`src/rtl/mii_rx_pkg.sv`:
```
package mii_rx_pkg;

    typedef enum logic [2:0] {
        ST_IDLE,
        ST_PREAMBLE,
        ST_SFD_HI,
        ST_LO,
        ST_HI,
        ST_DISCARD
    } rx_state_e;

endpackage

```
`src/rtl/mii_rx_fsm.sv`:
```
module mii_rx_fsm
    import mii_rx_pkg::*;
#(
    parameter int                NIB_W      = 4,
    parameter logic [NIB_W-1:0]  SFD_FIRST  = 'h5,
    parameter logic [NIB_W-1:0]  SFD_SECOND = 'hD
) (
    input  logic             clk,
    input  logic             rst_n,
    input  logic             speed_100,
    input  logic             rx_dv,
    input  logic [NIB_W-1:0] rxd,
    output logic             frame_start,
    output logic             take_lo,
    output logic             take_hi,
    output logic             frame_end,
    output logic             odd_end
);

    rx_state_e state_q;
    rx_state_e state_d;

    // state register
    always_ff @(posedge clk) begin
        if (!rst_n) begin
            state_q <= ST_IDLE;
        end else begin
            state_q <= state_d;
        end
    end

    // next-state logic
    always_comb begin
        state_d = state_q;
        if (!rx_dv) begin
            state_d = ST_IDLE;
        end else begin
            unique case (state_q)
                ST_IDLE: begin
                    if (rxd == SFD_FIRST)  state_d = ST_SFD_HI;
                    else if (speed_100)    state_d = ST_PREAMBLE;
                    else                   state_d = ST_DISCARD;
                end
                ST_PREAMBLE: begin
                    if (rxd == SFD_FIRST)  state_d = ST_SFD_HI;
                end
                ST_SFD_HI: begin
                    if (rxd == SFD_SECOND)      state_d = ST_LO;
                    else if (rxd == SFD_FIRST)  state_d = ST_SFD_HI;
                    else if (speed_100)         state_d = ST_PREAMBLE;
                    else                        state_d = ST_DISCARD;
                end
                ST_LO:      state_d = ST_HI;
                ST_HI:      state_d = ST_LO;
                ST_DISCARD: state_d = ST_DISCARD;
                default:    state_d = ST_IDLE;
            endcase
        end
    end

    // decoded control pulses
    always_comb begin
        frame_start = 1'b0;
        take_lo     = 1'b0;
        take_hi     = 1'b0;
        frame_end   = 1'b0;
        odd_end     = 1'b0;
        unique case (state_q)
            ST_SFD_HI: frame_start = rx_dv && (rxd == SFD_SECOND);
            ST_LO: begin
                take_lo   = rx_dv;
                frame_end = !rx_dv;
            end
            ST_HI: begin
                take_hi   = rx_dv;
                frame_end = !rx_dv;
                odd_end   = !rx_dv;
            end
            default: ;
        endcase
    end

endmodule

```
`src/rtl/mii_rx_status.sv`:
```
module mii_rx_status (
    input  logic clk,
    input  logic rst_n,
    input  logic frame_start,
    input  logic payload_nib,
    input  logic rx_er,
    output logic frame_err
);

    always_ff @(posedge clk) begin
        if (!rst_n) begin
            frame_err <= 1'b0;
        end else if (frame_start) begin
            frame_err <= 1'b0;
        end else if (payload_nib && rx_er) begin
            frame_err <= 1'b1;
        end
    end

endmodule

```
`src/rtl/mii_rx_packer.sv`:
```
module mii_rx_packer #(
    parameter int NIB_W = 4,
    localparam int BYTE_W = 2 * NIB_W
) (
    input  logic              clk,
    input  logic              rst_n,
    input  logic [NIB_W-1:0]  rxd,
    input  logic              frame_start,
    input  logic              take_lo,
    input  logic              take_hi,
    input  logic              frame_end,
    input  logic              odd_end,
    input  logic              frame_err,
    output logic              out_valid,
    output logic [BYTE_W-1:0] out_data,
    output logic              out_sof,
    output logic              out_eof,
    output logic              out_err,
    output logic              out_align_err
);

    logic [NIB_W-1:0]  lo_q;
    logic [BYTE_W-1:0] pend_q;
    logic              pend_valid_q;
    logic              pend_sof_q;
    logic              first_q;

    // held byte and low-nibble capture
    always_ff @(posedge clk) begin
        if (!rst_n) begin
            lo_q         <= '0;
            pend_q       <= '0;
            pend_valid_q <= 1'b0;
            pend_sof_q   <= 1'b0;
            first_q      <= 1'b0;
        end else begin
            if (frame_start) begin
                pend_valid_q <= 1'b0;
                first_q      <= 1'b1;
            end
            if (take_lo) begin
                lo_q <= rxd;
            end
            if (take_hi) begin
                pend_q       <= {rxd, lo_q};
                pend_valid_q <= 1'b1;
                pend_sof_q   <= first_q;
                first_q      <= 1'b0;
            end
            if (frame_end) begin
                pend_valid_q <= 1'b0;
            end
        end
    end

    // output register
    always_ff @(posedge clk) begin
        if (!rst_n) begin
            out_valid     <= 1'b0;
            out_data      <= '0;
            out_sof       <= 1'b0;
            out_eof       <= 1'b0;
            out_err       <= 1'b0;
            out_align_err <= 1'b0;
        end else begin
            out_valid     <= 1'b0;
            out_sof       <= 1'b0;
            out_eof       <= 1'b0;
            out_err       <= 1'b0;
            out_align_err <= 1'b0;
            if (pend_valid_q && (take_hi || frame_end)) begin
                out_valid     <= 1'b1;
                out_data      <= pend_q;
                out_sof       <= pend_sof_q;
                out_eof       <= frame_end;
                out_err       <= frame_end && frame_err;
                out_align_err <= odd_end;
            end
        end
    end

endmodule

```
`src/rtl/mii_rx_aligner.sv`:
```
module mii_rx_aligner #(
    parameter int NIB_W = 4,
    localparam int BYTE_W = 2 * NIB_W
) (
    input  logic              clk,
    input  logic              rst_n,
    input  logic              speed_100,
    input  logic              rx_dv,
    input  logic              rx_er,
    input  logic [NIB_W-1:0]  rxd,
    output logic              out_valid,
    output logic [BYTE_W-1:0] out_data,
    output logic              out_sof,
    output logic              out_eof,
    output logic              out_err,
    output logic              out_align_err
);

    logic frame_start;
    logic take_lo;
    logic take_hi;
    logic frame_end;
    logic odd_end;
    logic frame_err;

    mii_rx_fsm #(.NIB_W(NIB_W)) u_fsm (
        .clk         (clk),
        .rst_n       (rst_n),
        .speed_100   (speed_100),
        .rx_dv       (rx_dv),
        .rxd         (rxd),
        .frame_start (frame_start),
        .take_lo     (take_lo),
        .take_hi     (take_hi),
        .frame_end   (frame_end),
        .odd_end     (odd_end)
    );

    mii_rx_status u_status (
        .clk         (clk),
        .rst_n       (rst_n),
        .frame_start (frame_start),
        .payload_nib (take_lo || take_hi),
        .rx_er       (rx_er),
        .frame_err   (frame_err)
    );

    mii_rx_packer #(.NIB_W(NIB_W)) u_packer (
        .clk           (clk),
        .rst_n         (rst_n),
        .rxd           (rxd),
        .frame_start   (frame_start),
        .take_lo       (take_lo),
        .take_hi       (take_hi),
        .frame_end     (frame_end),
        .odd_end       (odd_end),
        .frame_err     (frame_err),
        .out_valid     (out_valid),
        .out_data      (out_data),
        .out_sof       (out_sof),
        .out_eof       (out_eof),
        .out_err       (out_err),
        .out_align_err (out_align_err)
    );

endmodule

```
`config.mk`:
```
export PLATFORM = sky130hd
export DESIGN_NAME = mii_rx_aligner
export DESIGN_NICKNAME = d
export VERILOG_FILES = /design/src/rtl/mii_rx_pkg.sv /design/src/rtl/mii_rx_fsm.sv /design/src/rtl/mii_rx_status.sv /design/src/rtl/mii_rx_packer.sv /design/src/rtl/mii_rx_aligner.sv
export SDC_FILE = /design/constraint.sdc
export NUM_CORES = 1
export LEC_CHECK = 0
export ABC_CLOCK_PERIOD_IN_PS = 1500
export CORE_MARGIN = 1
export CORE_UTILIZATION = 50
export DETAILED_ROUTE_END_ITERATION = 7
export PLACE_DENSITY_LB_ADDON = 0.15
export SETUP_SLACK_MARGIN = 0.1
export SLEW_MARGIN = 40
export SYNTH_ARGS = -nofsm -noshare
export SYNTH_HDL_FRONTEND = slang
export SYNTH_SLANG_ARGS = --single-unit
```
`constraint.sdc`:
```
create_clock -name clk -period 1.5 [get_ports clk]
set_input_delay 0.225 -clock clk [delete_from_list [all_inputs] [get_ports clk]]
set_output_delay 0.225 -clock clk [all_outputs]
set_load 0.1 [all_outputs]
```
; Yosys cells after proc, flatten, opt, wreduce, memory -nomap -nowiden
; Index checks and enable logic that the tools add are counted.
[word_totals]
register_bits = 32
input_bits = 9
word_cells = 50
[op_classes]
eq_ne = 8
mux = 12
bitwise = 1
reduce_logical = 16
[op_table]
columns = operator, n
row1 = one-hot mux 3 bit (6 select lines), 1
row2 = two-way mux 3 bit, 4
row3 = OR reduction 2 bit, 4
row4 = two-way mux 1 bit, 7
row5 = equality test 3 x 2 -> 1 bit (second input constant), 2
row6 = equality test 3 bit (second input constant), 2
row7 = equality test 4 x 3 -> 1 bit (second input constant), 1
row8 = equality test 4 bit (second input constant), 1
row9 = logical AND 1 bit, 4
row10 = AND reduction 2 bit, 2
row11 = equality test 3 x 1 -> 1 bit (second input constant), 1
row12 = zero test 3 bit, 1
row13 = AND reduction 3 bit, 1
row14 = logical OR 1 bit, 2
row15 = != test 2 x 1 -> 1 bit (second input constant), 1
row16 = nonzero test 2 bit, 1
row17 = zero test 1 bit, 1
row18 = NOT 1 bit, 1

; Depth between registers and ports, before layout
; Gate-level depths: netlist (run 1).
[depth]
ltp_word = 6
mapped_depth = 5

; Cells and area by module
; From an unflattened synthesis (run 1), not the netlist that was laid out.
[unflattened]
hier_cells = 130
hier_area_um2 = 1296.2
[by_module_without_submodules]
columns = module, instances, cells_per_inst, area_per_inst_um2
row1 = mii_rx_packer, 1, 95, 1028.5
row2 = mii_rx_fsm, 1, 31, 224.0
row3 = mii_rx_status, 1, 3, 37.5
row4 = mii_rx_aligner, 1, 1, 6.3

; Worst setup path before layout (run 1)
; Ideal clock, no wire load.
[synth_timing]
kind = register to register
start = reg u_fsm.state_q[2]
end = reg u_packer.out_data[0]
setup_time_ns = 0.072
arrival_time_ns = 1.332
required_time_ns = 1.428
setup_slack_ns = 0.096
stages_incl_launch_ff = 6
n_path_buf = 2
synth_period_minus_slack_ns = 1.404
path_cell_list = dfxtp_1 > or3b_1 > buf_6 > a21boi_4 > buf_6 > mux2i_1
[synth_via]
elab_chain_cells = 5
elab_cells_between_ends = 7
classes_between = eq/ne (2) / mux (2) / reduce/logical (3)
[synth_rtl]
columns = element, line_no
row1 = start: declaration, mii_rx_fsm.sv:20  ; rx_state_e state_q;
row2 = start signal: assignment, mii_rx_fsm.sv:28  ; state_q <= state_d;
row3 = equality test 3 x 2 -> 1 bit / equality test 3 bit (equally long branches), mii_rx_fsm.sv:68  ; unique case (state_q)
row4 = OR reduction 2 bit (no line), --
row5 = two-way mux 1 bit, --
row6 = logical OR 1 bit (*), mii_rx_packer.sv:71  ; if (pend_valid_q && (take_hi || frame_end)) begin
row7 = logical AND 1 bit (*), mii_rx_packer.sv:71
row8 = end signal: assignment, mii_rx_packer.sv:73  ; out_data <= pend_q;
row9 = end: declaration, mii_rx_packer.sv:15  ; output logic [BYTE_W-1:0] out_data,
; Mark *: on every way between the ends. The rest lies on a longest branch, timed or not.
; A chain may end at the register's enable or synchronous reset.

; Final worst setup path (run 1)
; Ends and elaborated chain as after synthesis.

==> results of run 1 <==
-- logic make-up (layout without fill, tap and decap cells) --
kind of cell           count (synthesis)  count (layout)  share of synthesized area (%)
DFF                                   32              32                           50.6
AOI/OAI and AO/OA                     23              23                           12.8
and+or+nand+nor                       58              58                           22.6
muxes                                 12              12                           9.50
buffers and inverters                 11              44                           4.55
-- metal layers --
layer / GRT usage, % / vias to the layer above / part of all wire (%)
met2: 34.8 / 37 / 47
met5: 0 / - / 0
li1: - / 528 / -
met3: 6.96 / 7 / 6.1
met4: 16.7 / 0 / 1.9
met1: 24.7 / 521 / 45
-- worst max-delay path, cell delays in order, from the launching register on --
cell      delay, ns
dfxtp_4        0.38
or3b_4         0.40
a21boi_4       0.16
buf_12         0.15
mux2i_2        0.20
-- final cells by class --
type,instances,share of cell area (%)
sequential,32,35.2
multi-input combinational,93,32.6
timing repair buffer,35,24.9
clock buffer,7,3.55
tap,28,1.91
clock inverter,1,1.64
inverter,1,0.205
-- what timing repair did --
action	CTS	global route
resized for setup	2	3
cloned	0	0
setup buffers	0	1
setup endpoints to repair	5	9
-- worst max-delay path by stage --
stage	to	slack, ns	cells after the start
final	u_packer.out_data[0]	0.14	4
after floorplan	u_packer.out_data[0]	0.15	5
after global routing	u_packer.out_data[3]	0.08	4
after global placement	u_packer.out_data[1]	-0.07	5
after detailed placement	u_packer.out_data[0]	-0.16	5
after CTS	u_packer.out_data[0]	0.10	4
-- layout by cell type (no fill, tap or decap), types with 3 or more instances in the layout --
cell	instances
nand2_1	37
dfxtp_1	31
buf_12	14
a21oi_1	12
buf_4	12
mux2i_1	11
clkdlybuf4s50_1	8
nor2_1	5
clkbuf_4	5
o21ai_0	3
nand3b_1	3
-- state kept, by name, indices dropped and copies added (netlist names) --
signal and cells:
u_fsm.state_q 3, u_packer.first_q 1, u_packer.lo_q 4, u_packer.out_align_err 1, u_packer.out_data 8, u_packer.out_eof 1, u_packer.out_err 1, u_packer.out_sof 1
u_packer.out_valid 1, u_packer.pend_q 8, u_packer.pend_sof_q 1, u_packer.pend_valid_q 1, u_status.frame_err 1
-- power groups by stage --
stage	Combinational, mW	Sequential, mW	Clock, mW
floorplan	0.0484	0.880	0
global placement	0.0962	0.881	0
detailed placement	0.0986	0.881	0
CTS	0.100	0.860	0.747
global route	0.116	0.861	0.795
finish	0.108	0.859	0.733
==> flow_summary_export.csv, run 1 <==
group,metric,value,unit
placement,dp.cells,188,
clocking,postCtsHoldBufs,0,
layout,register_area,644,µm²
pwr,sw_frac_of_total,20.6,%
logic_synthesis,yosysSeqAreaShare,50.6,%
hold_path,holdPathEnd,"u_packer.pend_q[7]",
logic_synthesis,netlist.area_leader.share,50.6,%
drt,routedWlPerCell,13.7,µm
setup_path,reg2reg_from,"u_fsm.state_q[2]",
setup_path,r2r_slack,0.14,ns
logic_synthesis,synth_edf_count,0,
global_route,grt_antenna_before_repair,0,
die,initial_core_util,55.1,%
logic_synthesis,yosysTopAreaCell,"dfxtp_1",
pwr,powerDensity,929,nW/µm²
setup_path,reg2reg_to,"u_packer.out_data[0]",
drt,post-route-drc-count,0,
logic_synthesis,synth_seq_cells,32,
placement,dpl_cell_area,1700,µm²
timing,tns,0,ns
placement,post-dp-hpwl,1.78,mm
logic_synthesis,syn_avg_cell_area,9.30,µm²
pwr,power,1.70,mW
die,ios,22,
clocking,clk_path_buf_depth,2,
timing,finalMaxSlewViolations,0,
hold_path,hp-start,"u_packer.pend_q[7]",
pwr,power.internal,1.35,mW
placement,port_buffers,21,
setup_path,critPathLaunch,"u_fsm.state_q[2]",
clocking,cts_buffers,5,
pwr,netSwitchingPower,350,µW
pwr,p_clk_share,43.1,%
timing,final.period_utilization,90.6,%
pwr,seq_power_share,50.5,%
logic_synthesis,synth_flop_cell,"dfxtp_1",
clocking,clkLatencyLatePin,0.33,ns
timing,fin_crit,1.36,ns
layout,drive_gt1_share,24.3,%
setup_path,crit_arrival,1.62,ns
logic_synthesis,synthesis.nets,145,
clocking,cts_tree,"done",
pwr,p_leak,0.681,nW
timing,hold_violations,0,
logic_synthesis,postSynth.asyncResetShare,0,%
timing,relSlewSlack,72.5,%
drt,vias,1093,
logic_synthesis,synthTopCellsByArea,"dfxtp_1, nand2_1, mux2i_1, a21oi_1, nand4bb_1",
logic_synthesis,synth_common_cells,"nand2_1, dfxtp_1, a21oi_1, mux2i_1, clkbuf_1",
drt,drt_iter0_markers,21,
clocking,root_buffer,"clkbuf_4",
layout,synthToLayoutAreaGrowth,44.7,%
placement,place_ws,-0.155,ns
drt,ant_nets,0,
timing,setup_viol,0,
global_route,grt_max_degree,20,
setup_path,crit_path_end_kind,"flop",
placement,place.gp.congestion,0.816,
setup_path,required,1.76,ns
global_route,grt_pass1_wl,4.27,mm
run,drv_cap,0,
drt,dr.pass1.iters,5,
hold_path,hold_path_class,"reg -> reg",
timing,layout_setup_ws,0.141,ns
setup_path,critPathLaunchType,"flop",
layout,fill_cells,160,
logic_synthesis,yosys_warnings,0,
drt,wl,2.69,mm
layout,multi_input_area,597,µm²
drt,vias_per_cell,5.55,
layout,final-instance-count-excl-fill,197,
layout,final_area,1830,µm²
pwr,p_comb_share,6.4,%
die,fp.coreArea,2300,µm²
layout,finish.net_count,177,
setup_path,worstPathMaxFanout,10,
timing,worstMarginPinSlew,0.412,ns
pwr,ir_drop,0.851,mV
logic_synthesis,syn_area,1260,µm²
logic_synthesis,synth_most_common_cell,"nand2_1",
die,fp.dieH,52.3,µm
logic_synthesis,synth_cell_type_count,27,
global_route,grtUsageTotal,22.1,%
timing,timing.hold.ws,0.466,ns
clocking,cts.sink_count,32,
die,die-area,2740,µm²
die,rows,17,
status,status,"finished, final reports clean",
layout,antenna_cells,0,
clocking,clk_pin_slew,0.10,ns
timing,rsz0062_at_grt,"yes",
layout,fin_util,79.7,%
setup_path,reg2reg_depth,4,
global_route,grt_overflow,0,
setup_path,worst-setup-path-type,"reg -> reg",
global_route,first_global_vias,1036,
timing,max_freq,736,MHz
timing,skew,0.00654,ns
logic_synthesis,synthCells,136,
clocking,cts-htree-levels,2,
die,fp.dieW,52.3,µm
hold_path,min_path_cells,2,
(Power assumes the default switching activity.)
==> run 2: changes to the inputs <==
Settings changed: TNS_END_PERCENT set to 50.
==> results of run 2 <==
No change in the layout: final DEF, timing and power equal those of run 1.
==> run 3: changes to the inputs <==
Settings changed: CORE_ASPECT_RATIO set to 2, CORE_UTILIZATION 50 to 40.
==> flow_summary_export.csv, run 3 (same netlist as run 1, synthesis figures left out) <==
group,metric,value,unit
clocking,cts.sink_count,32,
die,fp.dieW,41.8,µm
pwr,powerDensity,904,nW/µm²
timing,finalMaxSlewViolations,0,
drt,routedWlPerCell,13.0,µm
clocking,clk_path_buf_depth,2,
timing,worstMarginPinSlew,0.387,ns
timing,timing.hold.ws,0.453,ns
status,status,"finished, final reports clean",
placement,dp.cells,192,
global_route,grt_antenna_before_repair,0,
layout,final-instance-count-excl-fill,200,
layout,drive_gt1_share,22.4,%
layout,final_area,1810,µm²
global_route,first_global_vias,1023,
timing,setup_viol,0,
hold_path,hold_path_class,"reg -> reg",
drt,wl,2.60,mm
setup_path,cp_slowest_stage_delay,0.41,ns
clocking,clkLatencyLatePin,0.28,ns
setup_path,critPathLaunch,"u_fsm.state_q[0]",
clocking,cts_tree,"done",
timing,rsz0062_at_grt,"no",
pwr,p_leak,0.677,nW
setup_path,required,1.71,ns
setup_path,crit_arrival,1.54,ns
setup_path,crit_path_end_kind,"flop",
die,die-area,3410,µm²
drt,drt_iter0_markers,27,
drt,dr.pass1.iters,4,
drt,post-route-drc-count,0,
layout,finish.net_count,178,
pwr,ir_drop,0.918,mV
timing,hold_violations,0,
die,fp.dieH,81.5,µm
layout,antenna_cells,0,
hold_path,hp-start,"u_packer.pend_sof_q",
clocking,clk_pin_slew,0.06,ns
placement,post-dp-hpwl,1.97,mm
clocking,cts_buffers,5,
timing,layout_setup_ws,0.173,ns
timing,fin_crit,1.33,ns
placement,port_buffers,21,
die,initial_core_util,42.5,%
drt,vias,1053,
setup_path,crit_chain,"or3b_4, a21boi_4, buf_12, mux2i_1",
setup_path,reg2reg_from,"u_fsm.state_q[0]",
setup_path,worst-setup-path-type,"reg -> reg",
setup_path,worstPathMaxFanout,10,
drt,ant_nets,0,
clocking,postCtsHoldBufs,0,
setup_path,cp_slowest_cell,"or3b_4",
timing,relSlewSlack,74.2,%
timing,max_freq,754,MHz
clocking,root_buffer,"clkbuf_8",
placement,place.gp.congestion,0.809,
global_route,grt_max_degree,21,
die,ios,22,
layout,fill_cells,250,
clocking,cts-htree-levels,2,
placement,dpl_cell_area,1720,µm²
run,drv_cap,0,
layout,final_cell_mix,"nand2_1, dfxtp_1, buf_12, buf_4",
layout,synthToLayoutAreaGrowth,42.9,%
setup_path,critPathLaunchType,"flop",
placement,place_ws,-0.0849,ns
die,rows,28,
global_route,grt_overflow,0,
layout,final_common_cell,"nand2_1",
timing,final.period_utilization,88.4,%
layout,top_regs,"u_packer.out_data: 8 flops, u_packer.pend_q: 8 flops, u_packer.lo_q: 4 flops",
global_route,grtUsageTotal,17.6,%
die,fp.coreArea,2980,µm²
global_route,grt_pass1_wl,4.41,mm
drt,vias_per_cell,5.27,
timing,skew,0.00465,ns
-- run 3: report_power, final --
part	total, mW	internal, mW	switching (mW)
clock	0.668	0.373	0.294
combinational	0.107	0.0552	0.0515
sequential	0.861	0.857	0.00377
total	1.64	1.29	0.350
-- run 3: metal layers --
| layer | part of all wire (%) | GRT usage (%) | up-vias |
|---|---|---|---|
| li1 | - | - | 528 |
| met1 | 38 | 16.8 | 504 |
| met2 | 56 | 32.8 | 15 |
| met3 | 3.0 | 4.62 | 6 |
| met4 | 2.7 | 10.6 | 0 |
| met5 | 0 | 0 | - |
-- run 3: final timing paths --
| path | end | slack (ns) | depth (start not counted) |
|---|---|---|---|
| min | u_packer.pend_sof_q | 0.45 | 2 |
| max | u_packer.out_data[7] | 0.17 | 4 |
| min reg2reg | u_packer.pend_sof_q | 0.45 | 2 |
| max reg2reg | u_packer.out_data[7] | 0.17 | 4 |
-- run 3: per-stage QoR --
stage	power, mW	util, %	TNS, ns
floorplan	0.928	-	0
global placement	0.983	57.6	-0.744
detailed placement	0.985	57.6	-0.814
CTS	1.65	60.6	0
global route	1.71	60.7	0
finish	1.64	60.7	0
-- run 3: worst max-delay path: cells and delay by family (launching register included) --
family,cells,cell delay (ns)
AOI/OAI and AO/OA,1,0.19
DFF,1,0.31
and+or+nand+nor,1,0.41
buffers and inverters,1,0.15
muxes,1,0.18
-- run 3: final cells by class --
type                       count  area, µm²  share of cell area [%]
clock buffer                   8       90.1                    4.98
inverter                       1       3.75                   0.208
multi-input combinational     93        569                    31.5
sequential                    32        642                    35.5
tap                           30       37.5                    2.08
timing repair buffer          36        465                    25.7
-- run 3: what timing repair did --
item                                    CTS  global route
endpoints found under the setup margin    0             1
setup buffers                             0             0
resized for setup                         0             1
